## src/rtl/burst_seq_pkg.sv

```systemverilog
package burst_seq_pkg;
   typedef enum logic {ORD_LINEAR = 1'b0, ORD_INTERLEAVE = 1'b1} order_e;
   localparam int unsigned OFS_W = 2;
endpackage

```

## src/rtl/burst_ofs_step.sv

```systemverilog
module burst_ofs_step
   import burst_seq_pkg::*;
#(
   parameter bit INTERLEAVE = 1'b0
) (
   input  logic [OFS_W-1:0] start_i,
   input  logic [OFS_W-1:0] cur_i,
   input  logic [OFS_W-1:0] next_beat_i,
   output logic [OFS_W-1:0] ofs_o
);
   generate
      if (INTERLEAVE) begin : g_xor
         always_comb ofs_o = start_i ^ next_beat_i;
      end else begin : g_inc
         always_comb ofs_o = cur_i + OFS_W'(1);
      end
   endgenerate
endmodule

```

## src/rtl/burst_addr_seq.sv

```systemverilog
module burst_addr_seq
   import burst_seq_pkg::*;
#(
   parameter int unsigned ADDR_W = 20
) (
   input  logic              clk_i,
   input  logic              rst_ni,
   input  logic              clk_en_i,
   input  logic              load_i,
   input  logic              adv_i,
   input  logic              order_i,
   input  logic [ADDR_W-1:0] addr_i,
   output logic [ADDR_W-1:0] addr_o,
   output logic [1:0]        beat_o
);
   localparam int unsigned HI_W = ADDR_W - OFS_W;

   initial begin
      if (ADDR_W <= OFS_W) $error("ADDR_W must exceed the offset width");
   end

   logic [HI_W-1:0]  hi_q;
   logic [OFS_W-1:0] ofs_q, start_q, beat_q, beat_nx;
   order_e           ord_q;
   logic [OFS_W-1:0] ofs_lin, ofs_xor, ofs_nx;

   assign beat_nx = beat_q + OFS_W'(1);

   burst_ofs_step #(.INTERLEAVE(1'b0)) u_lin (
      .start_i(start_q), .cur_i(ofs_q), .next_beat_i(beat_nx), .ofs_o(ofs_lin));
   burst_ofs_step #(.INTERLEAVE(1'b1)) u_xor (
      .start_i(start_q), .cur_i(ofs_q), .next_beat_i(beat_nx), .ofs_o(ofs_xor));

   assign ofs_nx = (ord_q == ORD_INTERLEAVE) ? ofs_xor : ofs_lin;

   always_ff @(posedge clk_i or negedge rst_ni) begin
      if (!rst_ni) begin
         hi_q    <= '0;
         ofs_q   <= '0;
         start_q <= '0;
         beat_q  <= '0;
         ord_q   <= ORD_LINEAR;
      end else if (clk_en_i) begin
         if (load_i) begin
            hi_q    <= addr_i[ADDR_W-1:OFS_W];
            ofs_q   <= addr_i[OFS_W-1:0];
            start_q <= addr_i[OFS_W-1:0];
            beat_q  <= '0;
            ord_q   <= order_e'(order_i);
         end else if (adv_i) begin
            ofs_q  <= ofs_nx;
            beat_q <= beat_nx;
         end
      end
   end

   assign addr_o = {hi_q, ofs_q};
   assign beat_o = beat_q;


   stall_hold_chk: assert property (@(posedge clk_i) disable iff (!rst_ni)
      !clk_en_i |=> ($stable(addr_o) && $stable(beat_o)));

   upper_fixed_chk: assert property (@(posedge clk_i) disable iff (!rst_ni)
      (clk_en_i && !load_i && adv_i) |=> $stable(addr_o[ADDR_W-1:OFS_W]));

   load_capture_chk: assert property (@(posedge clk_i) disable iff (!rst_ni)
      (clk_en_i && load_i) |=> (addr_o == $past(addr_i) && beat_o == 2'd0));

   beat_step_chk: assert property (@(posedge clk_i) disable iff (!rst_ni)
      (clk_en_i && !load_i && adv_i) |=> (beat_o == 2'($past(beat_o) + 2'd1)));

   idle_hold_chk: assert property (@(posedge clk_i) disable iff (!rst_ni)
      (clk_en_i && !load_i && !adv_i) |=> $stable(addr_o));
endmodule

```

## config.mk

```make
export PLATFORM = sky130hd
export DESIGN_NAME = burst_addr_seq
export DESIGN_NICKNAME = d
export VERILOG_FILES = /design/src/rtl/burst_seq_pkg.sv /design/src/rtl/burst_ofs_step.sv /design/src/rtl/burst_addr_seq.sv
export SDC_FILE = /design/constraint.sdc
export NUM_CORES = 1
export LEC_CHECK = 0
export ABC_AREA = 0
export BUFFER_PORTS_ARGS = -buffer_cell sky130_fd_sc_hd__buf_2
export CORE_AREA = 2 2 66 43
export DETAILED_ROUTE_END_ITERATION = 8
export DIE_AREA = 0 0 68 45
export GPL_TIMING_DRIVEN = 0
export PLACE_DENSITY_LB_ADDON = 0.05
export SETUP_SLACK_MARGIN = 0.02
export SLEW_MARGIN = 20
export SYNTH_ARGS = -nofsm -noshare
export SYNTH_HDL_FRONTEND = slang
export SYNTH_SLANG_ARGS = --single-unit
export TNS_END_PERCENT = 1
```

## constraint.sdc

```tcl
create_clock -name clk_i -period 1.5 [get_ports clk_i]
set_input_delay 0.075 -clock clk_i [delete_from_list [all_inputs] [get_ports clk_i]]
set_output_delay 0.075 -clock clk_i [all_outputs]
set_load 0.01 [all_outputs]
```

==> summary.md <==
| Metric | Value |
|---|---|
| Status | completed |
| Synth area leaders | dfrtp_1 59%, mux2_2 22%, clkbuf_8 2.6% |
| Core Region | 0.00242 mm² |
| Placed Area | 0.00134 mm² |
| Mapped Area | about 0.0011 mm² |
| Final setup vio count | 0 |
| CP cell instances | xor3_1, mux2i_1, o31ai_2 |
| Tmin final | ~1.3 ns |
| Comb pwr share | 0.242 |
| Top delay family on crit path | flip-flops |
| DRC | 0 |
| Clk sink count | 25 |
| Grt ovf | 0 |
| GR peak layer | met2 |
| Leakage Power | 0.686 nW |
| Initial antenna violation count | 0 |
| Resize count post-CTS | 0 |
| CTS Buf Count | 3 |
| Post-Syn Nets | between 90 and 100 |
| Post-synth cell types | 20 |
| Fin crit share | 0.862 |
| Synth Area per Inst | 15.2 µm² |
| Sequential power share | 0.520 |
| Die Wd | just under 70 µm |
| GRT Overall Usage | 0.145 |
| Slew @ Worst Pin | between 0.5 and 0.6 ns |
| Slew HR | 0.641 |
| Initial core utilization | 0.440 |
| Crit end category | register |
| # port buffers | 47 |
| Vias | 764 |
| WP buf/inv | 0 |
| Die area | 0.00306 mm² |
| Slew Viols, Final | 0 |
| Post-placement setup slack | ~0.22 ns |
| Fin worst setup slack | between 0.2 and 0.25 ns |
| Worst-Skew Late Latency | 0.26 ns |
| Nets | 149 |
| Worst Clk Skew | 0.00268 ns |
| Post-synth top area cell | dfrtp_1 |
| Clk network pwr share | 0.239 |
| Hold WC Path Type | in2reg |
| Synthesis Warnings | 0 |
| # rows | 14 |
| CP Class | reg2reg |
| Yosys top cell area share | 0.588 |
| Vias in the first global route | 730 |
| Internal power | 1.19 mW |
| Post-DP HPWL | roughly 1.6 mm |
| RSZ-0062 raised after global routing | false |
| TritonCTS clock tree | yes |
| Initial drt markers | 32 |
| Synthesis-stage register bit count | 25 |
| Syn-to-layout area delta | 31.4% |
| Top-level port count | 48 |
| Hold_buf cts | 1 |
| TNS Setup | 0 ns |
| Total of max-cap violations | 0 |
| Met1 usage | 0.178 |
| Fmax | 774 MHz |
| Post-CTS Setup Inserts | 0 |
| CTS H-tree depth | 1 |
| Share of layout cells above drive strength 1 | 0.639 |
| Fill cells | around 210 |
| Total Wirelength | between 2 and 2.5 mm |
| Register area | about 630 µm² |
| Clock Pin Slew Worst Setup and Hold Paths | 0.08 ns |
| Met2 Use GR | 0.239 |
| Max stage delay on crit path | approximately 0.47 ns |
| Number of diodes | 0 |
| Clock tree buffer depth | 2 |
| Routed wire per std cell | 13.0 µm |
| Commonest cells after routing, fill and taps aside | 47 x buf_2, 25 x dfrtp_1, 21 x mux2_2 |
| Routed Antenna Nets | 0 |
| Required time of the critical path | 1.65 ns |
| CP startpoint kind | register |
| Post-synthesis sequential area ratio | 0.588 |
| CTS Root Cell | clkbuf_8 |
| Met3 Track Usage GR | 0.0599 |
| Crit-path max FO | 6 |
| Maximum vdd drop | ~0.00047 V |
| GPL Wtd Cong | 0.710 |
| First-pass iteration count of the detailed router | 4 |
| Syn Inst Count | 70 |
| Chip height | 45 µm |
| Switching power | 0.441 mW |
| Largest net degree at the start of global routing | 26 |
| DR vias/cell | around 5 |
| Area occupied by multi-input gates | 400 µm² |
| PD cells | approximately 1200 mW/mm² |
| Slowest CP cell | dfrtp_1 |
| Worst EP arrival | 1.44 ns |
| Most common cell after layout, fill and taps aside | buf_2 |
| Final hold vios | 0 |
| Finished Cell Area | 0.00140 mm² |
| First-pass GRT wire length | 3.17 mm |
| Switching Fraction | 0.271 |
==> Yosys cell counts (all sizes together) <==
cell type / number
a2111oi: 1
a211oi: 1
a21oi: 1
a32oi: 1
and4b: 1
clkbuf: 2
dfrtp: 25
inv: 3
mux2: 22
mux2i: 1
nand2: 3
nor2: 2
o21ai: 1
o22ai: 2
o31ai: 1
xnor2: 1
xor2: 1
xor3: 1
==> flip-flops by register name, indices dropped and copies added (netlist names) <==
register and cells:
hi_q 18, beat_o 2, ofs_q 2, start_q 2, ord_q 1
==> kinds of logic (layout without fill, tap and decap cells) <==
logic type,after synthesis,in the layout,share of synthesized area
DFF,25,25,0.588
muxes,23,23,0.246
AOI/OAI and AO/OA,8,8,0.0564
and+or+nand+nor,6,6,0.0353
buffers and inverters,5,57,0.0364
xor gates and xnor gates,3,3,0.0388
==> power groups by stage <==
stage | Combinational, mW | Sequential [mW] | Clock [mW]
after floorplan | 0.182 | 0.897 | 0
after global placement | 0.388 | 0.851 | 0
after detailed placement | 0.400 | 0.858 | 0
after CTS | 0.402 | 0.846 | 0.413
after global routing | 0.432 | 0.860 | 0.443
final | 0.393 | 0.845 | 0.388
==> worst reg2reg max path, cell delays in order, from the launching register on <==
cell and delay [ns]:
dfrtp_1 0.47, xor3_1 0.45, mux2i_1 0.19, o31ai_2 0.07
==> path summary, 6_finish.rpt <==
path                            start   endpoint  slack (ns)  cells after the start
max                         beat_o[0]   ofs_q[1]        0.21                      3
min                        addr_i[17]   hi_q[15]        0.04                      2
max reg2reg                 beat_o[0]   ofs_q[1]        0.21                      3
min reg2reg                  hi_q[15]   hi_q[15]        0.51                      1
max in group asynchronous      rst_ni   ofs_q[1]        0.82                      2
min in group asynchronous      rst_ni  beat_o[0]        0.32                      2
==> layout make-up <==
| cell class | count | area share |
|---|---|---|
| buffer | 2 | 0.0197 |
| clock buffer | 3 | 0.0295 |
| clock inverter | 1 | 0.00537 |
| inverter | 3 | 0.00805 |
| multi-input combinational | 40 | 0.286 |
| sequential | 25 | 0.447 |
| tap | 32 | 0.0286 |
| timing repair buffer | 48 | 0.175 |
==> metal layers <==
metal,up-vias,share of wire,routed length [µm]
li1,358,-,-
met5,-,0,0
met2,32,0.47,935
met1,372,0.43,868
met3,2,0.093,186
met4,0,0.0050,10
==> through the flow <==
step	instances	utilization	total power, mW	hold WS (ns)
3_3_place_gp	149	0.554	1.24	0.100
5_1_grt	154	0.579	1.74	0.0234
2_1_floorplan	70	-	1.08	-0.221
4_1_cts	154	0.579	1.66	0.0247
6_report	154	0.579	1.63	0.0361
3_5_place_dp	149	0.554	1.26	0.0973
(Power assumes the default switching activity.)
